## src/rtl/usart_ctrl_pkg.sv

```systemverilog
package usart_ctrl_pkg;
  localparam int CW = 8;          // control / status word width
  localparam int BDW = 7;         // baud divider output width
  localparam int CLW = 4;         // character length output width

  typedef struct packed {
    logic [BDW-1:0] baud_div;
    logic [CLW-1:0] char_bits;
    logic           par_en;
    logic           par_even;
    logic [1:0]     stop_sel;
  } mode_cfg_t;

  localparam mode_cfg_t MODE_RST = '{baud_div: BDW'(1), char_bits: CLW'(5),
                                     par_en: 1'b0, par_even: 1'b0, stop_sel: 2'b00};

  function automatic mode_cfg_t decode_mode(input logic [CW-1:0] w);
    mode_cfg_t m;
    case (w[1:0])
      2'b10:   m.baud_div = BDW'(16);
      2'b11:   m.baud_div = BDW'(64);
      default: m.baud_div = BDW'(1);
    endcase
    m.char_bits = CLW'(5) + CLW'(w[3:2]);
    m.par_en    = w[4];
    m.par_even  = w[5];
    m.stop_sel  = w[7:6];
    return m;
  endfunction
endpackage

```

## src/rtl/usart_bus_decode.sv

```systemverilog
module usart_bus_decode (
  input  logic clk,
  input  logic rst,
  input  logic cs_n,
  input  logic cd,
  input  logic rd_n,
  input  logic wr_n,
  output logic ctl_wr,
  output logic stat_rd,
  output logic dat_wr,
  output logic dat_rd
);
  logic sel_wr, sel_rd;

  // exactly one strobe active with chip selected
  assign sel_wr = !cs_n && !wr_n && rd_n;
  assign sel_rd = !cs_n && !rd_n && wr_n;

  assign ctl_wr  = sel_wr && cd;
  assign stat_rd = sel_rd && cd;
  assign dat_wr  = sel_wr && !cd;
  assign dat_rd  = sel_rd && !cd;


  access_onehot_chk: assert property (@(posedge clk) disable iff (rst)
    $onehot0({ctl_wr, stat_rd, dat_wr, dat_rd}));

  deselect_idle_chk: assert property (@(posedge clk) disable iff (rst)
    cs_n |-> !(ctl_wr || stat_rd || dat_wr || dat_rd));
endmodule

```

## src/rtl/usart_init_seq.sv

```systemverilog
module usart_init_seq
  import usart_ctrl_pkg::*;
(
  input  logic          clk,
  input  logic          rst,
  input  logic          ctl_wr,
  input  logic [CW-1:0] wdata,
  output mode_cfg_t     mode_q,
  output logic          tx_en,
  output logic          rx_en,
  output logic          err_clr,
  output logic          mode_wait
);
  localparam int TXEN_BIT = 0;
  localparam int RXEN_BIT = 2;
  localparam int ECLR_BIT = 4;
  localparam int IRST_BIT = 6;

  typedef enum logic {ST_MODE, ST_CMD} seq_t;
  seq_t st;

  always_ff @(posedge clk) begin
    if (rst) begin
      st      <= ST_MODE;
      mode_q  <= MODE_RST;
      tx_en   <= 1'b0;
      rx_en   <= 1'b0;
      err_clr <= 1'b0;
    end else begin
      err_clr <= 1'b0;
      if (ctl_wr) begin
        if (st == ST_MODE) begin
          mode_q <= decode_mode(wdata);
          st     <= ST_CMD;
        end else if (wdata[IRST_BIT]) begin
          tx_en <= 1'b0;
          rx_en <= 1'b0;
          st    <= ST_MODE;
        end else begin
          tx_en   <= wdata[TXEN_BIT];
          rx_en   <= wdata[RXEN_BIT];
          err_clr <= wdata[ECLR_BIT];
        end
      end
    end
  end

  assign mode_wait = (st == ST_MODE);


  mode_taken_chk: assert property (@(posedge clk) disable iff (rst)
    (ctl_wr && mode_wait) |=> !mode_wait);

  irst_back_chk: assert property (@(posedge clk) disable iff (rst)
    (ctl_wr && !mode_wait && wdata[IRST_BIT]) |=> (mode_wait && !tx_en && !rx_en));

  mode_locked_chk: assert property (@(posedge clk) disable iff (rst)
    !mode_wait |=> $stable(mode_q));

  err_pulse_chk: assert property (@(posedge clk) disable iff (rst)
    err_clr |=> !err_clr);
endmodule

```

## src/rtl/usart_data_path.sv

```systemverilog
module usart_data_path #(
  parameter int DATA_W = 8
) (
  input  logic              clk,
  input  logic              rst,
  input  logic              stat_rd,
  input  logic              dat_wr,
  input  logic              dat_rd,
  input  logic [DATA_W-1:0] wdata,
  input  logic [DATA_W-1:0] status_w,
  input  logic [DATA_W-1:0] rx_data,
  output logic [DATA_W-1:0] rdata,
  output logic [DATA_W-1:0] tx_data,
  output logic              tx_load,
  output logic              rx_take
);
  always_ff @(posedge clk) begin
    if (rst) begin
      rdata   <= '0;
      tx_data <= '0;
      tx_load <= 1'b0;
      rx_take <= 1'b0;
    end else begin
      tx_load <= dat_wr;
      rx_take <= dat_rd;
      if (dat_wr) tx_data <= wdata;
      if (stat_rd)     rdata <= status_w;
      else if (dat_rd) rdata <= rx_data;
    end
  end


  tx_capture_chk: assert property (@(posedge clk) disable iff (rst)
    dat_wr |=> (tx_load && tx_data == $past(wdata)));

  rx_return_chk: assert property (@(posedge clk) disable iff (rst)
    dat_rd |=> (rx_take && rdata == $past(rx_data)));

  rdata_hold_chk: assert property (@(posedge clk) disable iff (rst)
    !(stat_rd || dat_rd) |=> $stable(rdata));
endmodule

```

## src/rtl/usart_ctrl_regs.sv

```systemverilog
module usart_ctrl_regs
  import usart_ctrl_pkg::*;
(
  input  logic           clk,
  input  logic           rst,
  input  logic           cs_n,
  input  logic           cd,
  input  logic           rd_n,
  input  logic           wr_n,
  input  logic [CW-1:0]  wdata,
  output logic [CW-1:0]  rdata,
  input  logic           tx_ready,
  input  logic           tx_empty,
  input  logic           rx_avail,
  input  logic           par_err,
  input  logic           ovr_err,
  input  logic           frm_err,
  input  logic [CW-1:0]  rx_data,
  output logic [CW-1:0]  tx_data,
  output logic           tx_load,
  output logic           rx_take,
  output logic [BDW-1:0] baud_div,
  output logic [CLW-1:0] char_bits,
  output logic           par_en,
  output logic           par_even,
  output logic [1:0]     stop_sel,
  output logic           tx_en,
  output logic           rx_en,
  output logic           err_clr,
  output logic           mode_wait
);
  logic ctl_wr, stat_rd, dat_wr, dat_rd;
  mode_cfg_t mode_q;
  logic [CW-1:0] status_w;

  usart_bus_decode u_dec (
    .clk(clk), .rst(rst), .cs_n(cs_n), .cd(cd), .rd_n(rd_n), .wr_n(wr_n),
    .ctl_wr(ctl_wr), .stat_rd(stat_rd), .dat_wr(dat_wr), .dat_rd(dat_rd)
  );

  usart_init_seq u_seq (
    .clk(clk), .rst(rst), .ctl_wr(ctl_wr), .wdata(wdata), .mode_q(mode_q),
    .tx_en(tx_en), .rx_en(rx_en), .err_clr(err_clr), .mode_wait(mode_wait)
  );

  assign status_w = {2'b00, frm_err, ovr_err, par_err, tx_empty, rx_avail, tx_ready};

  usart_data_path #(.DATA_W(CW)) u_dp (
    .clk(clk), .rst(rst), .stat_rd(stat_rd), .dat_wr(dat_wr), .dat_rd(dat_rd),
    .wdata(wdata), .status_w(status_w), .rx_data(rx_data), .rdata(rdata),
    .tx_data(tx_data), .tx_load(tx_load), .rx_take(rx_take)
  );

  assign baud_div  = mode_q.baud_div;
  assign char_bits = mode_q.char_bits;
  assign par_en    = mode_q.par_en;
  assign par_even  = mode_q.par_even;
  assign stop_sel  = mode_q.stop_sel;


  no_strobe_deselect_chk: assert property (@(posedge clk) disable iff (rst)
    cs_n |=> !(tx_load || rx_take || err_clr));

  status_top_zero_chk: assert property (@(posedge clk) disable iff (rst)
    stat_rd |=> (rdata[7:6] == 2'b00 && rdata[0] == $past(tx_ready)));
endmodule

```

## config.mk

```make
export PLATFORM = sky130hd
export DESIGN_NAME = usart_ctrl_regs
export DESIGN_NICKNAME = d
export VERILOG_FILES = /design/src/rtl/usart_ctrl_pkg.sv /design/src/rtl/usart_bus_decode.sv /design/src/rtl/usart_init_seq.sv /design/src/rtl/usart_data_path.sv /design/src/rtl/usart_ctrl_regs.sv
export SDC_FILE = /design/constraint.sdc
export NUM_CORES = 1
export LEC_CHECK = 0
export ABC_AREA = 0
export BUFFER_PORTS_ARGS = -buffer_cell sky130_fd_sc_hd__buf_4
export CORE_MARGIN = 2
export CORE_UTILIZATION = 30
export DETAILED_ROUTE_END_ITERATION = 8
export GPL_TIMING_DRIVEN = 1
export SYNTH_ARGS = -nofsm -noshare
export SYNTH_HDL_FRONTEND = slang
export SYNTH_SLANG_ARGS = --single-unit
```

## constraint.sdc

```tcl
create_clock -name clk -period 1.2 [get_ports clk]
set_input_delay 0.24 -clock clk [delete_from_list [all_inputs] [get_ports clk]]
set_output_delay 0.24 -clock clk [all_outputs]
set_load 0.005 [all_outputs]
```

Word level (Yosys, flattened, before mapping)
Index checks and enable logic that the tools add are counted.
W data, S select, Z words.
{"block": "totals", "ff_bits": 37, "latchBits": 0, "ram_bits": 0, "rom_bits": 0, "inputBits": 28, "wordCells": 43, "memories": 0}
{"block": "op_classes", "n_addsub": 1, "multipliers": 0, "div": 0, "magnitude_cmp": 0, "n_eq_ne": 2, "shifts": 0, "muxes": 7, "bitwise_logic": 2, "reduce_logical": 17}
{"cell": "$pmux W7 S2", "n": 1}
{"cell": "$mux W6", "n": 2}
{"cell": "$logic_and A1 B1 Y1", "n": 8}
{"cell": "$add A3 B2 Y4 const A", "n": 1}
{"cell": "$eq A2 B2 Y1 const B", "n": 2}
{"cell": "$logic_not A1 Y1", "n": 4}
{"cell": "$mux W1", "n": 4}
{"cell": "$reduce_and A2 Y1", "n": 2}
{"cell": "$reduce_or A4 Y1", "n": 1}
{"cell": "$not A1 Y1", "n": 2}
{"cell": "$reduce_bool A2 Y1", "n": 1}
{"cell": "$reduce_or A2 Y1", "n": 1}

Logic depth before layout (Yosys ltp)
Gate-level depths: netlist (run 1).
{"block": "depth", "depth_word": 6, "ltp_mapped": 4}

By module
Synthesis (run 1) repeated with hierarchy kept, for this count alone.
{"block": "unflattened", "hier_cells": 138, "area_unflattened_um2": 1365.1}
{"module": "usart_data_path", "n_inst": 1, "cells_each": 65, "area_per_inst_um2": 703.2, "seq_area_each_um2": 360.3}
{"module": "usart_init_seq", "n_inst": 1, "cells_each": 68, "area_per_inst_um2": 615.6, "seq_area_each_um2": 300.3}
{"module": "usart_bus_decode", "n_inst": 1, "cells_each": 4, "area_per_inst_um2": 42.5, "seq_area_each_um2": 0.0}
{"module": "usart_ctrl_regs", "n_inst": 1, "cells_each": 1, "area_per_inst_um2": 3.8, "seq_area_each_um2": 0.0}

Worst setup path before layout (run 1)
Ideal clock, no wire load.
{"block": "synth_timing", "path_kind": "input port to flip-flop", "start": "in wr_n", "end": "reg u_dp.tx_data[0]", "arrival_time_ns": 1.014, "required_time_ns": 1.068, "path_slack_ns": 0.054, "cell_stages": 4, "n_path_buf": 1, "path_cell_list": "or4b_1 buf_2 nand2_1 a21oi_1"}
{"block": "synth_via", "elab_chain_len": 4}
{"element": "from (decl)", "line": "usart_ctrl_regs.sv:9", "rtl": "input logic wr_n,"}
{"element": "$logic_not A1 Y1", "line": "usart_bus_decode.sv:16", "rtl": "assign sel_wr = !cs_n && !wr_n && rd_n;"}
{"element": "$logic_and A1 B1 Y1 (2 in a row)", "line": "usart_bus_decode.sv:16"}
{"element": "$logic_and A1 B1 Y1", "line": "usart_bus_decode.sv:21", "rtl": "assign dat_wr = sel_wr && !cd;"}
{"element": "to (signal assigned)", "line": "usart_data_path.sv:26", "rtl": "if (dat_wr) tx_data <= wdata;"}
{"element": "to (decl)", "line": "usart_data_path.sv:13", "rtl": "output logic [DATA_W-1:0] tx_data,"}
No other way between the ends.
A chain may end at the register's enable or synchronous reset.

Worst setup path after layout (run 1)
{"block": "layout_timing", "start": "reg u_seq.st", "end": "out mode_wait"}
{"block": "layout_via", "elab_chain_len": 1}
{"element": "from (decl)", "line": "usart_init_seq.sv:20", "rtl": "seq_t st;"}
{"element": "from (signal assigned)", "line": "usart_init_seq.sv:24", "rtl": "st <= ST_MODE;"}
{"element": "from (signal assigned)", "line": "usart_init_seq.sv:34", "rtl": "st <= ST_CMD;"}
{"element": "from (signal assigned)", "line": "usart_init_seq.sv:38", "rtl": "st <= ST_MODE;"}
{"element": "$not A1 Y1 (no line)"}
{"element": "to (decl)", "line": "usart_ctrl_regs.sv:30", "rtl": "output logic mode_wait"}
No other way between the ends.

==> summary.md, run 1 <==
| Metric | Value |
|---|---|
| Setup CP Type | `flop to primary output` |
| Clock sink count | `33` |
| Final Cell Area | `approximately 2000 um^2` |
| Die height | `71.6 um` |
| Worst setup EP type | `primary output` |
| CTS tree | `yes` |
| Crit path launch type | `flop` |
| Pins Over Slew Limit | `0` |
| Initial antenna violation count | `0` |
| Leak | `a little under 0.9 nW` |
| Vias | `around 1300` |
| Net Sw Frac | `between 20% and 30%` |
| Max cap viols | `0` |
| Synth top area cells | `dfxtp_1 (48%), a21oi_1 (6.9%), nand2_1 (5.5%), mux2i_1 (4.4%), a211oi_1 (3.8%)` |
| Ys flop type | `dfxtp_1` |
| Post-synthesis xor/xnor area fraction | `0%` |
| Mux contribution to synthesized area | `4.38%` |
| Global-route wire length before repair | `slightly above 6 mm` |
| Antenna cells | `0` |
| Worst hold margin | `183 ps` |
| H-tree levels | `2` |
| I/O Buffers | `60` |
| GR Overflow Total | `0` |
| Sequential area share after synthesis | `~48%` |
| Compound-Gate Fraction of Synth Area | `16.2%` |
| Critical Path Fanout Max | `4` |
| Hold Path Class | `input port to flop` |
| Net load switching power | `around 0.53 mW` |
| Max Root-Sink Buffers | `2` |
| Netlist Area Pre-Place | `~1400 um^2` |
| Worst-skew pair later-pin latency | `approximately 280 ps` |
| Inserted Clock Buffers | `5` |
| Setup_tns | `0 ps` |
| Fraction of layout cells with a size suffix above 1 | `between 40 and 50%` |
| ANT nets after route | `0` |
| Power Density | `roughly 1100 nW/um^2` |
| RSZ-0062 raised after global routing | `false` |
| Number of synthesized flops with an enable pin | `0` |
| Routability Congestion | `roughly 0.7` |
| Post-Syn Area per Cell | `9.20 um^2` |
| WL per Instance | `roughly 13 um` |
| Int Power | `between 1.5 and 2 mW` |
| Placed cell area | `1930 um^2` |
| YS warnings | `0` |
| Top-count cell post-synth | `dfxtp_1` |
| Status | `complete, no violations` |
| # nets final | `250` |
| DRC viols | `0` |
| Synth unique cells | `33` |
| Initial drt markers | `between 70 and 80` |
| Seq pwr share | `~51%` |
| Initial core utilization | `a little under a third` |
| Arrival time at the worst endpoint | `900 ps` |
| Cells after Synth | `149` |
| Hold Buf Count CTS | `0` |
| Fmax | `~0.9 GHz` |
| Combinational family with the most area after synthesis | `simple AND/OR/NAND/NOR gates` |
| Async set-reset flop share out of synthesis | `0%` |
| Vias per cell | `4.71` |
| Final wirelength | `3.55 mm` |
| Drt first pass iters | `4` |
| Die Wd | `about 70 um` |
| Ports | `65` |
| Synth top area share | `between 40% and 50%` |
| Area leader, netlist | `dfxtp_1` |
| Hold Vio Cnt, Final | `0` |
| Max Clock Skew | `roughly 5.6 ps` |
| Largest net degree at the start of global routing | `18` |
| Worst-path clk slew | `about 70 ps` |
| # setup viols final | `0` |
| Area growth, synth to finish | `48.4%` |
| DP HPWL | `roughly 2.6 mm` |
| GR Util All Layers | `15.1%` |
| Root buf cell | `clkbuf_8` |
| Clock network power share | `about 36%` |
| Period minus WS final | `about 1100 ps` |
| Vias in the first global route | `between 1000 and 1500` |
| Gate power share | `between 10% and 20%` |
| WP data required | `roughly 960 ps` |
| Total Power | `between 2 and 2.5 mW` |
| Core area | `approximately 4400 um^2` |
| Row cnt | `24` |
| Synth cell count leaders | `dfxtp_1 (33), nand2_1 (20), a21oi_1 (19), o21ai_0 (10), nor2_1 (9)` |
| Fin crit share | `95.0%` |
| Register bit total from synthesis | `33` |
| Worst IR Drop VDD | `approximately 0.63 mV` |
| Die area | `5130 um^2` |
| Simple-gate share of the synthesized area | `between 20% and 30%` |
| Post-Synth Adder-Cell Area | `less than 1%` |
## per-layer routing
layer	vias up	wire length (um)	GRT usage (%)
met4	0	54	5.03
met1	585	1560	19.5
met5	-	0	0
met2	34	1730	23.9
met3	6	205	4.78
li1	665	-	-
## state kept, by name (all words and copies together) (netlist names)
signal,flops
u_dp.rdata,8
u_seq.err_clr,1
u_dp.tx_load,1
u_seq.st,1
u_seq.tx_en,1
u_dp.rx_take,1
u_seq.rx_en,1
u_seq.mode_q,11
u_dp.tx_data,8
## metrics by stage
stage | cells | util (%) | setup slack [ps]
floorplan | 152 | - | 54.0
global placement | 264 | 44.1 | -169
detailed placement | 264 | 44.1 | -192
CTS | 272 | 46.1 | 4.51
global route | 274 | 46.4 | 32.2
finish | 274 | 46.4 | 59.4
## cell usage in the layout, fill, tap and decap left out, types with 2 or more instances in the layout
| master | count |
|---|---|
| a211oi_1 | 7 |
| a21oi_1 | 19 |
| buf_4 | 74 |
| clkbuf_8 | 5 |
| clkinv_2 | 2 |
| conb_1 | 4 |
| dfxtp_1 | 32 |
| inv_1 | 3 |
| mux2i_1 | 6 |
| nand2_1 | 20 |
| nand3_1 | 4 |
| nand3b_1 | 2 |
| nand4_1 | 3 |
| nor2_1 | 9 |
| nor3_1 | 2 |
| o21ai_0 | 10 |
## layout make-up
| type | count | area [um^2] |
|---|---|---|
| fillers | 462 | 2350 |
| clock buffers | 6 | 72.6 |
| multi-input cells | 102 | 628 |
| repair buffers | 76 | 587 |
| clock inverters | 2 | 10.0 |
| well taps | 52 | 65.1 |
| inverters | 3 | 11.3 |
| flip-flops and latches | 33 | 662 |
## logic make-up (layout without fill, tap and decap cells)
| kind of cell | count (synthesis) | after routing |
|---|---|---|
| AO/OA/AOI/OAI | 39 | 39 |
| adder cells (fa/ha/maj) | 1 | 1 |
| buffers and inverters | 17 | 87 |
| flip-flops | 33 | 33 |
| multiplexers | 6 | 6 |
| other | 1 | 4 |
| AND/OR/NAND/NOR | 52 | 52 |
## timing repair
| item | in CTS | in global routing |
|---|---|---|
| resized for setup | 1 | 1 |
| pin swaps | 0 | 0 |
| cloned | 0 | 0 |
| endpoints found under the setup margin | 1 | 1 |
| setup buffers | 0 | 2 |
## power groups by stage
stage	Sequential [mW]	Combinational [mW]	Clock, mW
floorplan	1.16	0.118	0
detailed placement	1.16	0.288	0
CTS	1.14	0.290	0.830
finish	1.14	0.291	0.793
global route	1.14	0.322	0.869
global placement	1.16	0.286	0
## final timing paths
kind                                    start               to  slack [ps]  cells past startpoint
worst min-delay path                 wdata[6]    u_seq.err_clr         180                      2
worst max register to register       u_seq.st  u_seq.mode_q[3]          80                      5
worst min register to register  u_dp.rdata[6]    u_dp.rdata[6]         460                      2
worst max-delay path                 u_seq.st        mode_wait          60                      3
## critical path: stages, from the launching register on
cell and delay [ps]:
dfxtp_2 330, inv_1 50, buf_6 110, buf_4 120
No activity file was read; power rests on OpenSTA's default activity.
==> run 2: changes to the inputs <==
Settings changed: CTS_BUF_LIST from default to sky130_fd_sc_hd__clkbuf_4 sky130_fd_sc_hd__clkbuf_8.
==> run 2 against run 1 <==
  * Register-to-register slack is essentially flat
  * Via count is essentially flat
  * Critical endpoint unchanged
  * Largest cell class unchanged
  * Clock power grew 2.5%
==> summary.md, run 2 (synthesis results as in run 1) <==
| Metric | Value |
|---|---|
| Worst IR Drop VDD | `0.633 mV` |
| Commonest non-fill, non-tap cells in the layout | `buf_4 (74), dfxtp_1 (32), nand2_1 (20)` |
| Die area | `5130 um^2` |
| CTS tree | `yes` |
| Net load switching power | `around 0.53 mW` |
| Fin crit share | `between 90% and 100%` |
| Clock sink count | `33` |
| Global-route wire length before repair | `6.07 mm` |
| Commonest non-fill, non-tap cell in the layout | `buf_4` |
| GR Util All Layers | `roughly 15%` |
| GR Util met1 | `between 10% and 20%` |
| Row cnt | `24` |
| Hold Path Class | `input port to flop` |
| Net Sw Frac | `23.7%` |
| DP HPWL | `between 2 and 3 mm` |
| Most flops, register | `u_seq.mode_q` |
| Die height | `about 72 um` |
| Status | `complete, no violations` |
| Max FFs per register | `11` |
| Setup CP Type | `flop to primary output` |
| Period minus WS final | `1140 ps` |
| Routability Congestion | `around 0.7` |
| Power Density | `between 1000 and 1500 nW/um^2` |
| Max Root-Sink Buffers | `2` |
| Drt first pass iters | `4` |
| Pins Over Slew Limit | `0` |
| Met3 GRT Util | `between 4 and 5%` |
| Largest net degree at the start of global routing | `18` |
| RSZ-0062 raised after global routing | `false` |
| Max cap viols | `0` |
| Fillers | `460` |
| WP data required | `between 900 and 1000 ps` |
| DRC viols | `0` |
| Vias in the first global route | `between 1000 and 1500` |
| # nets final | `250` |
| Arrival time at the worst endpoint | `about 900 ps` |
| Vias | `approximately 1300` |
| Max Clock Skew | `about 4.2 ps` |
| Setup_tns | `0 ps` |
| Seq pwr share | `between 50 and 60%` |
| Die Wd | `71.6 um` |
| # setup viols final | `0` |
| Initial core utilization | `between 30% and 40%` |
| Gate power share | `13.0%` |
| Ports | `between 60 and 70` |
| Biggest regs | `u_seq.mode_q: 11 flops, u_dp.rdata: 8 flops, u_dp.tx_data: 8 flops` |
| Worst-path clk slew | `70 ps` |
| GR Overflow Total | `0` |
| Fmax | `0.880 GHz` |
| Worst setup EP type | `primary output` |
| I/O Buffers | `60` |
| Finished Core Util | `a little under half` |
| Leak | `0.887 nW` |
| Initial antenna violation count | `0` |
| Hold Buf Count CTS | `0` |
| Initial drt markers | `just under 70` |
| H-tree levels | `2` |
| Antenna cells | `0` |
| Total Power | `2.24 mW` |
| Area growth, synth to finish | `48.7%` |
| Root buf cell | `clkbuf_8` |
| FF/Latch Area | `662 um^2` |
| Met2 Use GR | `23.9%` |
| Crit path launch type | `flop` |
| Worst hold margin | `181 ps` |
| Fraction of layout cells with a size suffix above 1 | `between 40% and 50%` |
| Core area | `roughly 4400 um^2` |
| ANT nets after route | `0` |
| WL per Instance | `~13 um` |
| Hold Vio Cnt, Final | `0` |
| Multi-input combinational cell area | `approximately 630 um^2` |
| Critical Path Fanout Max | `4` |
| Vias per cell | `~4.7` |
| Int Power | `1.71 mW` |
| Worst-skew pair later-pin latency | `roughly 280 ps` |
| Clock network power share | `between 30 and 40%` |
| Layer with the highest usage | `met2` |
| Inserted Clock Buffers | `5` |
| Final wirelength | `roughly 3.5 mm` |
-- run 2: cell types whose count changed in the layout (fill, tap and decap cells not counted) --
| cell | previous run | this run |
|---|---|---|
| clkbuf_4 | 0 | 1 |
| clkbuf_1 | 1 | 0 |
-- run 2: worst paths after layout --
check        slack (ps)              end  depth (start not counted)           from
max                  60        mode_wait                          3       u_seq.st
min                 180    u_seq.err_clr                          2       wdata[6]
max reg2reg          90  u_seq.mode_q[3]                          5       u_seq.st
min reg2reg         460    u_dp.rdata[6]                          2  u_dp.rdata[6]
-- run 2: power groups by stage --
stage / logic (mW) / registers (mW) / clock network [mW]
after floorplan: 0.118 / 1.16 / 0
after global placement: 0.286 / 1.16 / 0
after detailed placement: 0.288 / 1.16 / 0
after CTS: 0.290 / 1.14 / 0.852
after global routing: 0.322 / 1.14 / 0.892
final: 0.291 / 1.14 / 0.813
-- run 2: worst max-delay path, stage by stage, from the launching register on --
cell and delay [ps]:
dfxtp_2 330, inv_1 50, buf_6 110, buf_4 120
-- run 2: routing by layer --
layer  share of wire, %  vias up
met5                  0        -
met4                1.5        0
met3                5.6        6
met2                 48       33
met1                 44      587
li1                   -      663
-- run 2: final cells by class --
type	instances	area share [%]
flip-flops and latches	33	32.5
inverters	3	0.552
clock buffers	6	3.74
clock inverters	2	0.491
multi-input cells	102	30.8
well taps	52	3.19
repair buffers	76	28.8
-- run 2: repair_timing --
| action | in CTS | in global routing |
|---|---|---|
| setup endpoints to repair | 1 | 1 |
| setup buffers | 0 | 2 |
| pin swaps | 0 | 0 |
| gates resized for setup | 1 | 1 |
-- run 2: through the flow --
stage / instance area [um^2] / worst slack [ps] / std cells
5_1_grt: 2040 / 32.4 / 274
3_3_place_gp: 1930 / -169 / 264
3_5_place_dp: 1930 / -192 / 264
4_1_cts: 2020 / 4.79 / 272
2_1_floorplan: 1380 / 54.0 / 152
6_report: 2040 / 64.1 / 274
==> run 3: changes to the inputs <==
Settings changed: SYNTH_HIERARCHICAL from default to 1.
==> run 3 against run 2 <==
  * Synthesized cell count is 7.4% lower
  * Largest cell class unchanged
  * Highest routed layer unchanged
  * Setup slack improved by 35 ps
  * Flip-flop and latch count stayed put
  * Sequential power about the same
==> summary.md, run 3 <==
| Metric | Value |
|---|---|
| Worst-skew pair later-pin latency | `roughly 280 ps` |
| Post-CTS setup buffer count | `0` |
| Fillers | `about 420` |
| Max Root-Sink Buffers | `2` |
| # setup viols final | `0` |
| Hold Path Class | `input port to flop` |
| Most flops, register | `u_seq/mode_q` |
| Total Power | `between 2 and 3 mW` |
| Die area | `~5100 um^2` |
| Commonest non-fill, non-tap cell in the layout | `buf_4` |
| Hold Vio Cnt, Final | `0` |
| Fmax | `0.908 GHz` |
| Netlist Area Pre-Place | `~1400 um^2` |
| Crit path launch type | `flop` |
| Status | `complete, no violations` |
| Register bit total from synthesis | `33` |
| Sequential area share after synthesis | `about half` |
| Final Cell Area | `2000 um^2` |
| Period minus WS final | `1100 ps` |
| Area leader, netlist | `dfxtp_1` |
| Worst hold start | `wdata[6]` |
| Synth top area share | `48.4%` |
| Pins Over Slew Limit | `0` |
| Setup CP Type | `flop to primary output` |
| Final wirelength | `3.35 mm` |
| Clock sink count | `33` |
| Critical Path Fanout Max | `8` |
| Cells after Synth | `138` |
| Root buf cell | `clkbuf_8` |
| Fin crit share | `~92%` |
| RSZ-0062 raised after global routing | `false` |
| Met3 GRT Util | `around 4.4%` |
| Global-route wire length before repair | `~5.4 mm` |
| Ys flop type | `dfxtp_1` |
| GR Util met1 | `about 17%` |
| WP data required | `around 960 ps` |
| Die height | `71.5 um` |
| H-tree levels | `2` |
| Area growth, synth to finish | `46.7%` |
| Antenna cells | `0` |
| Arrival time at the worst endpoint | `approximately 860 ps` |
| Biggest regs | `u_seq/mode_q: 11 flops, u_dp/rdata: 8 flops, u_dp/tx_data: 8 flops` |
| Seq pwr share | `between 40% and 50%` |
| Net load switching power | `0.525 mW` |
| R2r setup slk | `170 ps` |
| Worst r2r src | `u_seq/st` |
| Core area | `between 4000 and 5000 um^2` |
| Net Sw Frac | `about 20%` |
| Clock network power share | `around 47%` |
| Drt first pass iters | `4` |
| Worst Setup SP | `u_seq/st` |
| Non-filler cells, final | `about 260` |
| Initial drt markers | `55` |
| # nets final | `~230` |
| Met2 Use GR | `around 22%` |
| DRC viols | `0` |
| DP HPWL | `roughly 2.5 mm` |
| Vias in the first global route | `between 1000 and 1500` |
| Max Clock Skew | `between 4 and 5 ps` |
| Hold EP | `u_seq/err_clr` |
| Top-count cell post-synth | `dfxtp_1` |
| Initial antenna violation count | `0` |
| Inserted Clock Buffers | `5` |
| Async set-reset flop share out of synthesis | `0%` |
| Max cap viols | `0` |
| Number of synthesized flops with an enable pin | `0` |
| Dpl cells | `between 200 and 250` |
| Hold Buf Count CTS | `0` |
| Max FFs per register | `11` |
| Vias | `~1200` |
| Int Power | `around 2.1 mW` |
| Routability Congestion | `0.756` |
| YS warnings | `6` |
| Synth cell count leaders | `dfxtp_1 (33), nand2_1 (17), mux2i_1 (16), nor2_1 (11)` |
| GR Util All Layers | `a little over an eighth` |
| Largest net degree at the start of global routing | `34` |
| Worst-path clk slew | `approximately 70 ps` |
| Synth unique cells | `25` |
| Die Wd | `71.5 um` |
| I/O Buffers | `60` |
| Fraction of layout cells with a size suffix above 1 | `between 30 and 40%` |
| Leak | `about 0.84 nW` |
| Vias per cell | `4.59` |
| WL per Instance | `13.1 um` |
| CTS tree | `yes` |
| Post-Syn Area per Cell | `slightly below 10 um^2` |
| Initial core utilization | `roughly a third` |
| RR Endpoint | `u_seq/mode_q[6]` |
| Row cnt | `24` |
| Ports | `65` |
| Worst R2R Path Depth | `3` |
| GR Overflow Total | `0` |
| Power Density | `1310 nW/um^2` |
| ANT nets after route | `0` |
| Synth top area cells | `dfxtp_1 (48%), mux2i_1 (12%), nand2_1 (4.7%), nor2b_1 (4.6%), a211oi_1 (4.4%)` |
| Worst setup EP type | `primary output` |
| Hold depth | `2` |
| Gate power share | `a little under a tenth` |
| Layer with the highest usage | `met2` |
| Commonest non-fill, non-tap cells in the layout | `buf_4 (65), dfxtp_1 (32), nand2_1 (17)` |
| Placed cell area | `between 1500 and 2000 um^2` |
| Worst IR Drop VDD | `approximately 0.99 mV` |
==> run 3: changes by cell type after synthesis, sizes merged, moves of 2 or more <==
cell / change
nand2: -3
nor2b: +10
a211o: +3
clkbuf: -4
o21ai: -10
nor4b: +2
a21oi: -9
nand4: -3
nand3: -3
mux2i: +10
nor3: -2
nor2: +2
==> run 3: cell families after synthesis <==
kind of cell | count (synthesis) | share of synthesized area, %
multiplexers | 16 | 11.7
AND/OR/NAND/NOR | 49 | 19.9
adder cells (fa/ha/maj) | 2 | 1.83
other | 2 | 0.550
buffers and inverters | 13 | 6.60
AO/OA/AOI/OAI | 23 | 11.0
flip-flops | 33 | 48.4
==> run 3: repair_timing <==
item                       CTS  global route
resized for setup            0             1
setup endpoints to repair    0             1
hold endpoints to repair     0             0
==> run 3: metal layers <==
metal  vias to the layer above  routed length [um]
li1                        596                   -
met1                       548                1470
met2                        26                1680
met3                         5                 156
met4                         0                  38
met5                         -                   0
==> run 3: worst max path at each step <==
stage                                   to
after detailed placement     u_dp/rdata[4]
after floorplan            u_seq/mode_q[4]
after global routing             mode_wait
final                            mode_wait
after global placement    u_seq/mode_q[14]
after CTS                        mode_wait
==> run 3: through the flow <==
| stage | setup WS [ps] | hold slack [ps] | utilization, % | setup TNS [ps] |
|---|---|---|---|---|
| after floorplan | 3.95 | 317 | - | 0 |
| after global placement | -83.5 | 447 | 43.0 | -1650 |
| after detailed placement | -103 | 449 | 43.0 | -2000 |
| after CTS | 14.9 | 162 | 46.1 | 0 |
| after global routing | 32.6 | 178 | 46.0 | 0 |
| final | 99.1 | 174 | 46.0 | 0 |
==> run 3: power by group through the flow <==
stage | clock network, mW | logic (mW) | registers (mW)
after floorplan | 0 | 0.103 | 1.17
final | 1.23 | 0.245 | 1.14
after detailed placement | 0 | 0.251 | 1.17
after global routing | 1.31 | 0.268 | 1.15
after CTS | 1.27 | 0.252 | 1.14
after global placement | 0 | 0.247 | 1.17
==> run 3: worst max-delay path: stages (launching register included) <==
cell and delay [ps]:
dfxtp_2 390, inv_1 60, buf_4 130
==> run 3: final cells by class <==
cell class              count  area (um^2)  share of cell area [%]
flip-flops and latches     33          662                    33.1
multi-input cells          96          646                    32.2
repair buffers             65          488                    24.4
clock buffers               5         68.8                    3.44
clock inverters             3         65.1                    3.25
well taps                  52         65.1                    3.25
inverters                   2         7.51                   0.375
